===== src/rtl/simd_agu_pkg.sv =====
package simd_agu_pkg;
    typedef enum logic [2:0] {
        OP_ADDR  = 3'd0,
        OP_LDI   = 3'd2,
        OP_INC   = 3'd3,
        OP_CMPB  = 3'd4,
        OP_SETPE = 3'd5
    } agu_op_e;
endpackage


===== src/rtl/agu_cu_regs.sv =====
module agu_cu_regs #(
    parameter int NREG   = 8,
    parameter int ADDR_W = 12,
    localparam int IX_W  = $clog2(NREG)
) (
    input  logic              clk,
    input  logic              rst_n,
    input  logic              wr_en,
    input  logic [IX_W-1:0]   wr_ix,
    input  logic [ADDR_W-1:0] wr_val,
    input  logic [IX_W-1:0]   rd_ix_a,
    input  logic [IX_W-1:0]   rd_ix_b,
    output logic [ADDR_W-1:0] rd_a,
    output logic [ADDR_W-1:0] rd_b
);
    typedef struct packed {
        logic [NREG-1:0][ADDR_W-1:0] x;
    } cu_state_t;

    cu_state_t st_d, st_q;

    always_comb begin
        st_d = st_q;
        if (wr_en && wr_ix != '0)
            st_d.x[wr_ix] = wr_val;
        st_d.x[0] = '0;
    end

    always_ff @(posedge clk) begin
        if (!rst_n) st_q <= '0;
        else        st_q <= st_d;
    end

    assign rd_a = (rd_ix_a == '0) ? '0 : st_q.x[rd_ix_a];
    assign rd_b = (rd_ix_b == '0) ? '0 : st_q.x[rd_ix_b];

    // a write aimed at register 0 leaves the whole file untouched
    a_r2_zero_write_dropped: assert property (@(posedge clk) disable iff (!rst_n)
        (wr_en && wr_ix == '0) |=> $stable(st_q.x));

    // no write request, no change
    a_r10_idle_hold: assert property (@(posedge clk) disable iff (!rst_n)
        !wr_en |=> $stable(st_q.x));

    // a write to a nonzero register is readable one edge later
    a_r3_write_lands: assert property (@(posedge clk) disable iff (!rst_n)
        (wr_en && wr_ix != '0) |=> (st_q.x[$past(wr_ix)] == $past(wr_val)));
endmodule


===== src/rtl/agu_pe_regs.sv =====
module agu_pe_regs #(
    parameter int NUM_PE = 4,
    parameter int ADDR_W = 12,
    localparam int M     = $clog2(NUM_PE),
    localparam int LOC_W = ADDR_W - M
) (
    input  logic                    clk,
    input  logic                    rst_n,
    input  logic                    set_en,
    input  logic [LOC_W-1:0]        base,
    input  logic [ADDR_W-1:0]       stride,
    output logic [NUM_PE*LOC_W-1:0] idx_flat
);
    typedef struct packed {
        logic [NUM_PE-1:0][LOC_W-1:0] p;
    } pe_state_t;

    pe_state_t st_d, st_q;
    logic [NUM_PE-1:0][LOC_W-1:0] fill;

    for (genvar k = 0; k < NUM_PE; k++) begin : g_fill
        assign fill[k] = base + LOC_W'(k) * stride[LOC_W-1:0];
        assign idx_flat[k*LOC_W +: LOC_W] = st_q.p[k];
    end

    always_comb begin
        st_d = st_q;
        if (set_en)
            st_d.p = fill;
    end

    always_ff @(posedge clk) begin
        if (!rst_n) st_q <= '0;
        else        st_q <= st_d;
    end

    // element indices move only on a set request
    a_r8_hold_unless_set: assert property (@(posedge clk) disable iff (!rst_n)
        !set_en |=> $stable(st_q.p));

    // element 0 receives the base alone
    a_r8_elem0_base: assert property (@(posedge clk) disable iff (!rst_n)
        set_en |=> (st_q.p[0] == $past(base)));
endmodule


===== src/rtl/agu_addr_calc.sv =====
module agu_addr_calc #(
    parameter int NUM_PE = 4,
    parameter int ADDR_W = 12,
    localparam int M     = $clog2(NUM_PE),
    localparam int LOC_W = ADDR_W - M
) (
    input  logic [ADDR_W-1:0]       adr,
    input  logic [ADDR_W-1:0]       cu_idx,
    input  logic                    psel,
    input  logic [NUM_PE*LOC_W-1:0] pe_idx_flat,
    output logic [ADDR_W-1:0]       cu_addr,
    output logic [NUM_PE*LOC_W-1:0] pe_addr_flat
);
    logic [ADDR_W-1:0] base_sum;

    assign base_sum = adr + cu_idx;
    assign cu_addr  = base_sum;

    for (genvar k = 0; k < NUM_PE; k++) begin : g_pe
        logic [LOC_W-1:0] own;
        assign own = psel ? pe_idx_flat[k*LOC_W +: LOC_W] : '0;
        assign pe_addr_flat[k*LOC_W +: LOC_W] = base_sum[LOC_W-1:0] + own;
    end
endmodule


===== src/rtl/simd_agu.sv =====
module simd_agu
    import simd_agu_pkg::*;
#(
    parameter int NUM_PE = 4,
    parameter int ADDR_W = 12,
    parameter int NREG   = 8,
    localparam int M     = $clog2(NUM_PE),
    localparam int LOC_W = ADDR_W - M,
    localparam int IX_W  = $clog2(NREG)
) (
    input  logic                    clk,
    input  logic                    rst_n,
    input  logic                    in_valid,
    input  logic [2:0]              in_op,
    input  logic                    in_psel,
    input  logic [IX_W-1:0]         in_ix,
    input  logic [IX_W-1:0]         in_ix2,
    input  logic [ADDR_W-1:0]       in_adr,
    output logic [ADDR_W-1:0]       cu_addr,
    output logic [M-1:0]            cu_bank,
    output logic [LOC_W-1:0]        cu_word,
    output logic [NUM_PE*LOC_W-1:0] pe_addr,
    output logic                    br_taken
);
    logic [ADDR_W-1:0]       xa, xb, wr_val;
    logic                    wr_en, set_en;
    logic [NUM_PE*LOC_W-1:0] pe_idx;

    always_comb begin
        wr_en  = in_valid && (in_op == OP_LDI || in_op == OP_INC);
        wr_val = (in_op == OP_INC) ? (xa + in_adr) : in_adr;
        set_en = in_valid && (in_op == OP_SETPE);
    end

    agu_cu_regs #(.NREG(NREG), .ADDR_W(ADDR_W)) u_cu (
        .clk(clk), .rst_n(rst_n), .wr_en(wr_en), .wr_ix(in_ix), .wr_val(wr_val),
        .rd_ix_a(in_ix), .rd_ix_b(in_ix2), .rd_a(xa), .rd_b(xb)
    );

    agu_pe_regs #(.NUM_PE(NUM_PE), .ADDR_W(ADDR_W)) u_pe (
        .clk(clk), .rst_n(rst_n), .set_en(set_en), .base(in_adr[LOC_W-1:0]),
        .stride(xa), .idx_flat(pe_idx)
    );

    agu_addr_calc #(.NUM_PE(NUM_PE), .ADDR_W(ADDR_W)) u_calc (
        .adr(in_adr), .cu_idx(xa), .psel(in_psel), .pe_idx_flat(pe_idx),
        .cu_addr(cu_addr), .pe_addr_flat(pe_addr)
    );

    assign cu_bank  = cu_addr[M-1:0];
    assign cu_word  = cu_addr[ADDR_W-1:M];
    assign br_taken = in_valid && (in_op == OP_CMPB) && (xa < xb);

    // a branch decision comes only from a valid compare
    a_r9_branch_source: assert property (@(posedge clk) disable iff (!rst_n)
        br_taken |-> (in_valid && in_op == OP_CMPB));

    // compare leaves the flat address of the same register unchanged next cycle
    a_r9_cmp_no_write: assert property (@(posedge clk) disable iff (!rst_n)
        (in_valid && in_op == OP_CMPB) |=> (u_cu.rd_a == $past(xa) || in_ix != $past(in_ix)));

    // bank and word fields rebuild the flat address
    a_r6_split: assert property (@(posedge clk) disable iff (!rst_n)
        {cu_word, cu_bank} == cu_addr);

    // with no element index, element 0 sees the low part of the flat address
    a_r7_elem0_plain: assert property (@(posedge clk) disable iff (!rst_n)
        !in_psel |-> (pe_addr[LOC_W-1:0] == cu_addr[LOC_W-1:0]));
endmodule


===== config.mk =====
export PLATFORM = sky130hd
export DESIGN_NAME = simd_agu
export DESIGN_NICKNAME = d
export VERILOG_FILES = /design/src/rtl/simd_agu_pkg.sv /design/src/rtl/agu_cu_regs.sv /design/src/rtl/agu_pe_regs.sv /design/src/rtl/agu_addr_calc.sv /design/src/rtl/simd_agu.sv
export SDC_FILE = /design/constraint.sdc
export NUM_CORES = 1
export LEC_CHECK = 0
export ABC_AREA = 1
export ABC_CLOCK_PERIOD_IN_PS = 9160
export CELL_PAD_IN_SITES_DETAIL_PLACEMENT = 0
export CELL_PAD_IN_SITES_GLOBAL_PLACEMENT = 1
export CORE_MARGIN = 4
export CORE_UTILIZATION = 40
export DETAILED_ROUTE_END_ITERATION = 6
export GPL_TIMING_DRIVEN = 0
export PLACE_DENSITY_LB_ADDON = 0.1
export SYNTH_ARGS = -nofsm -noshare
export SYNTH_HDL_FRONTEND = slang
export SYNTH_SLANG_ARGS = --single-unit

===== constraint.sdc =====
create_clock -name clk -period 9.16 [get_ports clk]
set_clock_uncertainty 0.05 [all_clocks]
set_input_delay 0.916 -clock clk [delete_from_list [all_inputs] [get_ports clk]]
set_output_delay 0.916 -clock clk [all_outputs]
set_load 0.01 [all_outputs]

After elaboration in Yosys (flattened, before gate mapping)
Cells that the tools add are included.

cells by class
  $add $sub $neg = 8
  $mul = 1
  equal/unequal tests = 4
  $lt $le $gt $ge = 4
  reductions and logical operators = 10
  multiplexer cells = 14

operators by type and width
  operator                                                    number
  bitwise mux 96 bit                                          1
  binary-select mux 12 bit (select 3 bit)                     2
  2-to-1 mux 12 bit                                           6
  adder 10 bit                                                7
  2-to-1 mux 10 bit                                           4
  demux 12 bit (select 3 bit)                                 1
  adder 12 bit                                                1
  less-than comparator 12 bit                                 1
  multiplier 2 x 10 -> 10 bit, first input constant           1
  less-than comparator 3 x 4 -> 1 bit, second input constant  2
  equality test 3 x 2 -> 1 bit, second input constant         2
  equality test 3 bit, second input constant                  2
  logical AND 1 bit                                           6
  zero test 3 bit                                             2
  >= comparator 3 x 1 -> 1 bit, second input constant         1
  nonzero test 3 bit                                          1
  logical OR 1 bit                                            1

word-level totals
  output and inout bits = 65
  logic and storage cells = 52
  bits in registers = 124

Longest topological paths before layout
Gate-level depths: netlist (run 1).

  depth in word-level cells = 6
  mapped depth = 26
  gate-level depth less buffers = 26

By module
Synthesis (run 1) repeated with hierarchy kept, for this count alone.

second synthesis, totals
  cells, all modules = 1929
  area, all modules = 11479.8 um^2

by module, submodules not included
  module         area an instance (um^2)  times used  cells an instance
  agu_cu_regs    5034.8                   1           879
  agu_pe_regs    2801.4                   1           409
  agu_addr_calc  2452.4                   1           426
  simd_agu       1191.1                   1           215

Least setup slack after synthesis (run 1)
OpenSTA, ideal clock, no wires.

  path kind = input to output
  start point = input in_ix[0]
  end point = output pe_addr[8]
  stages on the path = 22
  required time = 8.194 ns
  data arrival time = 4.403 ns
  setup slack = 3.791 ns
  cells stage by stage = inv_1 > buf_4 > nand2_1 > inv_1 > a221oi_1 > o2111ai_1 > ha_1 > inv_1 > o21ai_0 > xnor2_1 > ha_1 > a21oi_1 > inv_1 > a31oi_1 > nand3b_1 > nand3_1 > nand2_1 > inv_1 > nand2_1 > nand2_1 > nand2_1 > nand2_1

between the ends
  cells in the longest elaborated chain, start to end = 5

ends and longest elaborated chain
  what                                     line                 text
  from (decl)                              simd_agu.sv:16       input logic [IX_W-1:0] in_ix,
  binary-select mux 12 bit (select 3 bit)  agu_cu_regs.sv:34    assign rd_a = (rd_ix_a == '0) ? '0 : st_q.x[rd_ix_a];
  2-to-1 mux 12 bit (implied by the code)  agu_cu_regs.sv:34
  2-to-1 mux 12 bit *                      agu_cu_regs.sv:34
  adder 12 bit *                           agu_addr_calc.sv:16  assign base_sum = adr + cu_idx;
  adder 10 bit *                           agu_addr_calc.sv:22  assign pe_addr_flat[k*LOC_W +: LOC_W] = base_sum[LOC_W-1:0] + own;
  to (decl)                                simd_agu.sv:22       output logic [NUM_PE*LOC_W-1:0] pe_addr,

Mark *: on every way between the ends. The rest lies on a longest branch, timed or not. The select of a mux whose other input is x is not followed.

Final worst setup path (run 1)
  start point = input in_ix[1]
  end point = output pe_addr[29]

Same word-level chain as after synthesis.

==> summary.txt, run 1 <==
Timing
  – Fin crit share: 88.1%
  – Fin. Hold Viols: 0
  – Slew Viols, Final: 0
  – Worst Tran Pin Value: 1.33 ns
  – Tmin final: 8.07 ns
  – Final Setup Violations: 0
  – Maximum clock frequency: 124 MHz
  – Final setup TNS: 0 ns
  – Unrepaired setup endpoints after global routing: no
  – Slew margin rel.: 10.2%

Critical path
  – Crit path from: in_ix[1]
  – RR Startpoint: u_cu.st_q[13]
  – Critical path capture point type: primary output
  – R2R depth: 17
  – Worst r2r dst: u_cu.st_q[78]
  – Crit path DAT: 7.11 ns
  – Worst R2R Setup Slack: 4.94 ns
  – Critical path class: in2out
  – Crit Path Max Fanout: 8
  – Data required, critical path: 8.19 ns
  – Crit path capture: pe_addr[29]
  – Worst Setup Start Kind: primary input

Synthesis
  – Number of synthesized flops with an enable pin: 0
  – Synthesized area per cell: 6.55 um^2
  – Post-synthesis sequential area ratio: 25.7%
  – FF+latch count, synth: 122
  – Syn_nets: 1,548
  – Ys async rst share: 0%
  – Distinct cells, synth: 49
  – Synth Instances: 1,448
  – Ys Warns: 0
  – Post-Syn Area: 0.00949 mm^2
  – Top_reg_cell synth: dfxtp_1

Layout
  – Fin nets: 1,655
  – Design Area, Final: 0.0114 mm^2
  – Fin cells: 1,886
  – Most frequent cells in the layout: inv_1, nand2_1, o21ai_0, a21oi_1, nor2_1
  – FF+latch area: 0.00244 mm^2
  – Final core utilization: 48.7%
  – Fillers: 2,529
  – # diodes: 0
  – Layout cell share with drive strength beyond 1: 6.32%
  – Area grow syn2layout: 20.2%
  – Multi-input logic area: 0.00562 mm^2
  – Commonest non-fill, non-tap cell in the layout: inv_1

GRT
  – GRT Total Usage: 25.6%
  – Grt met3 use: 3.02%
  – First-pass GRT wire length: 52.2 mm
  – Grt total ovfl: 0
  – Number of global-route vias before repair: 9,173
  – GRT busiest layer: met2
  – Largest net degree at the start of global routing: 17
  – Initial antenna violation count: 0
  – Met2 Use GR: 45.3%
  – GR Layer Usage met1: 32.1%

CTS
  – CTS Hold Buffers Added: 0
  – H-tree Lvls: 4
  – Clk sinks: 122
  – Root Buffer: clkbuf_16
  – CTS tree: built
  – Post-CTS setup buffers: 0
  – Clk Latency, worst-skew pair: 0.43 ns
  – Clock buffer depth: 2
  – Cts bufs inserted: 17
  – Post_cts resized: 0
  – Clock-pin transition on the worst setup and hold timing paths: 0.06 ns

Job
  – Max Cap Violations: 0

Placed design
  – Hpwl dp: 26.5 mm
  – GP Congestion: 0.952
  – Dpl cell area: 0.0108 mm^2
  – Placed insts: 1,855
  – Input/output buffers: 88

Pwr
  – Peak supply drop: 0.131 mV
  – Pwr Density: 143 mW/mm^2
  – Leak: 5.80 nW
  – Combinational Power Share: 20.9%
  – Switching Share: 29.6%
  – Sequential fraction of design power: 33.7%
  – Cell-internal power: 1.14 mW
  – NetSw: 481 uW
  – Clock power frac: 45.4%
  – Tot Pwr: 1.63 mW

Outcome
  – Status: finished clean

Detailed routing
  – DR WL/cell: 17.8 um
  – Post-route ant nets: 0
  – Routed WL: 33.6 mm
  – DR vias/cell: 5.15
  – 1st-iter DRT viols: 755
  – Pre-antenna DRT Iters: 6
  – Residual DRC: 0
  – Vias: 9,719

Floorplanning
  – Starting density of the core: 40.5%
  – Chip width: 162 um
  – Height of the chip: 162 um
  – Die Area: 0.0262 mm^2
  – Row count: 56
  – Core box area: 0.0234 mm^2
  – Ports: 90

Worst hold path
  – Hold Path Class: reg2reg
  – Worst min-delay path startpoint: u_cu.st_q[55]
[stage by stage]
step | setup WS, ns | hold WS (ns)
final | 1.09 | 0.464
after CTS | 1.18 | 0.464
after global placement | 1.16 | 0.437
after floorplan | 3.79 | 0.417
after detailed placement | 1.20 | 0.447
after global routing | 0.725 | 0.489
[worst max-delay path: stages]
cell             delay [ns]
clkdlybuf4s50_1        0.57
nand2_1                0.19
nor2_1                 0.81
inv_1                  0.40
nor2_1                 0.18
a221oi_1               0.07
nand4_1                0.29
ha_1                   0.27
inv_1                  0.06
fa_1                   0.37
or2_2                  0.31
nand2_1                0.10
nand2_2                0.08
nand2_1                0.10
nand2_1                0.07
nand2_1                0.11
xor2_1                 0.68
ha_1                   0.42
nand3_1                0.11
nand2_1                0.05
inv_1                  0.05
nand2_1                0.10
nand2_1                0.11
nand3_1                0.07
nand2_1                0.07
clkdlybuf4s50_1        0.52
[layer usage]
| layer | share of wire [%] | wire length, um |
|---|---|---|
| met5 | 0 | 0 |
| met4 | 3.3 | 1120 |
| met3 | 5.1 | 1730 |
| met2 | 49 | 16300 |
| met1 | 43 | 14400 |
[power by group through the flow]
stage               combinational [mW]  clock (mW)  sequential, mW
floorplan                        0.198           0           0.557
global placement                 0.338           0           0.559
detailed placement               0.339           0           0.559
CTS                              0.341       0.745           0.547
global route                     0.374       0.768           0.548
finish                           0.340       0.737           0.548
[how the worst min path moves through the flow]
stage | endpoint | slack [ns] | cells after the start
global route | u_cu.st_q[55] | 0.49 | 2
CTS | u_cu.st_q[55] | 0.46 | 2
finish | u_cu.st_q[55] | 0.46 | 2
global placement | u_cu.st_q[43] | 0.44 | 2
floorplan | u_cu.st_q[43] | 0.42 | 2
detailed placement | u_cu.st_q[43] | 0.45 | 2
[flip-flops by register name, summed over array words and instances, names as in the netlist]
register / flops
u_pe.idx_flat: 38
u_cu.st_q: 84
[synthesized netlist by cell type, drive strengths merged (3+ instances only)]
cell | count | share of area, %
a21o | 7 | 0.55
a21oi | 135 | 7.1
a221oi | 5 | 0.46
a22oi | 11 | 0.87
a31oi | 19 | 1.3
and2 | 4 | 0.26
buf | 31 | 2.3
clkbuf | 49 | 1.9
dfxtp | 122 | 26
fa | 13 | 2.7
ha | 62 | 8.2
inv | 271 | 11
nand2 | 235 | 10
nand3 | 76 | 4.4
nand3b | 3 | 0.24
nand4 | 6 | 0.55
nor2 | 136 | 5.4
nor3 | 7 | 0.37
o2111ai | 7 | 0.65
o211ai | 11 | 0.87
o21ai | 157 | 8.4
o21bai | 4 | 0.32
o22ai | 12 | 0.79
o31ai | 4 | 0.32
or2 | 3 | 0.20
xnor2 | 13 | 1.2
xor2 | 32 | 3.0
[layout make-up]
type,count,area share (%)
Tap cell,319,3.50
Timing Repair Buffer,88,7.73
Multi-Input combinational cell,974,49.3
Sequential cell,122,21.4
Clock inverter,13,1.69
Clock buffer,18,3.85
Buffer,80,3.55
Inverter,272,8.96
[logic make-up (layout without fill, tap and decap cells)]
kind of cell,after synthesis,after routing,share of synthesized area (%)
xor+xnor,45,45,4.23
flops,122,122,25.7
fa+ha+maj,75,75,10.9
mux,1,1,0.106
simple gates,470,470,21.4
buf+inv,352,471,15.0
compound gates,383,383,22.6
Power figures use the tool's default switching activity.
==> run 2, diff against run 1 <==
--- a/config.mk
+++ b/config.mk
@@ -14,6 +14,7 @@
 export DETAILED_ROUTE_END_ITERATION = 6
 export GPL_TIMING_DRIVEN = 0
 export PLACE_DENSITY_LB_ADDON = 0.1
+export RECOVER_POWER = 50
 export SYNTH_ARGS = -nofsm -noshare
 export SYNTH_HDL_FRONTEND = slang
 export SYNTH_SLANG_ARGS = --single-unit
==> run 2 against run 1 <==
Hold slack barely moved. Combinational power about the same. Flip-flop and latch count unchanged. Total power is 0.13% lower. Die area is the same. Routed wire length about the same. Via count fell by 0.10%. Register-to-register slack got worse by 0.25 ns.
==> summary.txt, run 2 (synthesis gave the netlist of run 1 again) <==
Outcome
  – Status: finished clean

Placed design
  – Input/output buffers: 88 (unchanged)
  – Placed insts: 1,855 (unchanged)
  – GP Congestion: 0.952 (unchanged)
  – Dpl cell area: 0.0108 mm^2 (unchanged)
  – DP Worst Slack: 1.20 ns (unchanged)
  – Hpwl dp: 26.5 mm (unchanged)

Critical path
  – CP max-delay cell: nor2_1
  – Cell mode on critical path: nand2_1
  – Critical path class: in2out
  – Critical path capture point type: primary output
  – Crit path DAT: 7.14 ns (+0.03 ns)
  – Crit Path Max Fanout: 8 (unchanged)
  – CP peak stage delay: 0.76 ns (-0.05 ns)
  – Buf/Inv on CP: 5 (unchanged)
  – CP top delay family: simple AND/OR/NAND/NOR gates
  – Data required, critical path: 8.19 ns (about the same)
  – Worst Setup Start Kind: primary input

Layout
  – Multi-input logic area: 0.00558 mm^2 (-0.65%)
  – Commonest non-fill, non-tap cell in the layout: inv_1
  – Fin nets: 1,655 (unchanged)
  – # diodes: 0 (unchanged)
  – Max FFs per register: 84 (unchanged)
  – Area grow syn2layout: 19.7%
  – Final core utilization: 48.5% (-0.19 points)
  – Fillers: 2,538 (+0.36%)
  – Layout cell share with drive strength beyond 1: 5.55% (-0.77 points)
  – Biggest register: u_cu.st_q
  – FF+latch area: 0.00244 mm^2 (unchanged)
  – Design Area, Final: 0.0114 mm^2 (-0.38%)
  – Fin cells: 1,886 (unchanged)
  – Most frequent cells in the layout: inv_1, nand2_1, o21ai_0, a21oi_1, nor2_1

CTS
  – Clk Latency, worst-skew pair: 0.43 ns (about the same)
  – Cts bufs inserted: 17 (unchanged)
  – Post-CTS setup buffers: 0 (unchanged)
  – H-tree Lvls: 4 (unchanged)
  – CTS Hold Buffers Added: 0 (unchanged)
  – Root Buffer: clkbuf_16
  – Post_cts resized: 0 (unchanged)
  – Clock-pin transition on the worst setup and hold timing paths: 0.06 ns (about the same)
  – Clk sinks: 122 (unchanged)
  – CTS tree: built
  – Clock buffer depth: 2 (unchanged)

Pwr
  – Peak supply drop: 0.130 mV (-0.63%)
  – Cell-internal power: 1.14 mW (-0.13%)
  – Sequential fraction of design power: 33.7% (about the same)
  – Switching Share: 29.6% (about the same)
  – Pwr Density: 143 mW/mm^2 (+0.26%)
  – Combinational Power Share: 20.8% (about the same)
  – Tot Pwr: 1.62 mW (-0.13%)
  – NetSw: 481 uW (-0.12%)
  – Leak: 5.79 nW (-0.27%)
  – Clock power frac: 45.5% (about the same)

Floorplanning
  – Ports: 90 (unchanged)
  – Height of the chip: 162 um (unchanged)
  – Row count: 56 (unchanged)
  – Core box area: 0.0234 mm^2 (unchanged)
  – Chip width: 162 um (unchanged)
  – Die Area: 0.0262 mm^2 (unchanged)
  – Starting density of the core: 40.5% (unchanged)

Timing
  – Worst hold slack: 0.464 ns (+0.000444 ns)
  – Fin crit share: 88.4% (+0.33 points)
  – Slew Viols, Final: 0 (unchanged)
  – Final setup TNS: 0 ns (unchanged)
  – Worst Tran Pin Value: 1.30 ns (-0.0316 ns)
  – Fin. Hold Viols: 0 (unchanged)
  – Slew margin rel.: 12.6% (+2.4 points)
  – Final Setup Violations: 0 (unchanged)
  – Final WS setup: 1.06 ns (-0.0299 ns)
  – Maximum clock frequency: 123 MHz (-0.37%)
  – Unrepaired setup endpoints after global routing: no
  – Tmin final: 8.10 ns (+0.0299 ns)

Detailed routing
  – Pre-antenna DRT Iters: 6 (unchanged)
  – DR WL/cell: 17.8 um (about the same)
  – DR vias/cell: 5.15 (-0.10%)
  – 1st-iter DRT viols: 680 (-9.9%)
  – Post-route ant nets: 0 (unchanged)
  – Residual DRC: 0 (unchanged)
  – Routed WL: 33.6 mm (about the same)
  – Vias: 9,709 (-0.10%)

GRT
  – Largest net degree at the start of global routing: 17 (unchanged)
  – Number of global-route vias before repair: 9,173 (unchanged)
  – Grt total ovfl: 0 (unchanged)
  – Initial antenna violation count: 0 (unchanged)
  – GRT Total Usage: 25.6% (unchanged)
  – First-pass GRT wire length: 52.2 mm (unchanged)

Worst hold path
  – Hold Path Class: reg2reg

Job
  – Max Cap Violations: 0 (unchanged)
-- run 2: cell types whose count changed in the layout (fill, tap and decap cells not counted), sizes merged --
cell           delta
clkdlybuf4s50     -4
buf               -1
clkbuf            +1
dlygate4sd3       +4
-- run 2: worst paths after layout --
kind / startpoint / cells after the start / slack (ns) / to
max: in_ix[1] / 26 / 1.06 / pe_addr[29]
min reg2reg: u_cu.st_q[55] / 2 / 0.46 / u_cu.st_q[55]
max reg2reg: u_cu.st_q[49] / 15 / 4.69 / u_cu.st_q[19]
min: u_cu.st_q[55] / 2 / 0.46 / u_cu.st_q[55]
-- run 2: power groups by stage --
stage / clock network (mW) / logic, mW / registers (mW)
2_1_floorplan: 0 / 0.198 / 0.557
3_3_place_gp: 0 / 0.338 / 0.559
3_5_place_dp: 0 / 0.339 / 0.559
4_1_cts: 0.745 / 0.341 / 0.547
5_1_grt: 0.768 / 0.371 / 0.548
6_report: 0.738 / 0.338 / 0.547
-- run 2: worst reg2reg max path: cells and delay by family (launching register included) --
kind | cells | cell delay, ns
AOI/OAI and AO/OA | 5 | 1.43
buffers and inverters | 3 | 0.75
adders and majority gates | 1 | 0.52
and+or+nand+nor | 6 | 1.31
DFF | 1 | 0.35
-- run 2: layout make-up --
| cell class | count | area share, % |
|---|---|---|
| buffer | 80 | 3.49 |
| clock buffer | 18 | 3.87 |
| clock inverter | 13 | 1.70 |
| inverter | 272 | 8.99 |
| multi-input combinational | 974 | 49.2 |
| sequential | 122 | 21.5 |
| tap | 319 | 3.52 |
| timing repair buffer | 88 | 7.76 |
-- run 2: metal layers --
metal	GRT usage [%]	up-vias	part of all wire, %
li1	-	4909	-
met1	32.1	4401	43
met2	45.3	337	49
met3	3.02	62	5.3
met4	9.50	0	3.4
met5	0	-	0
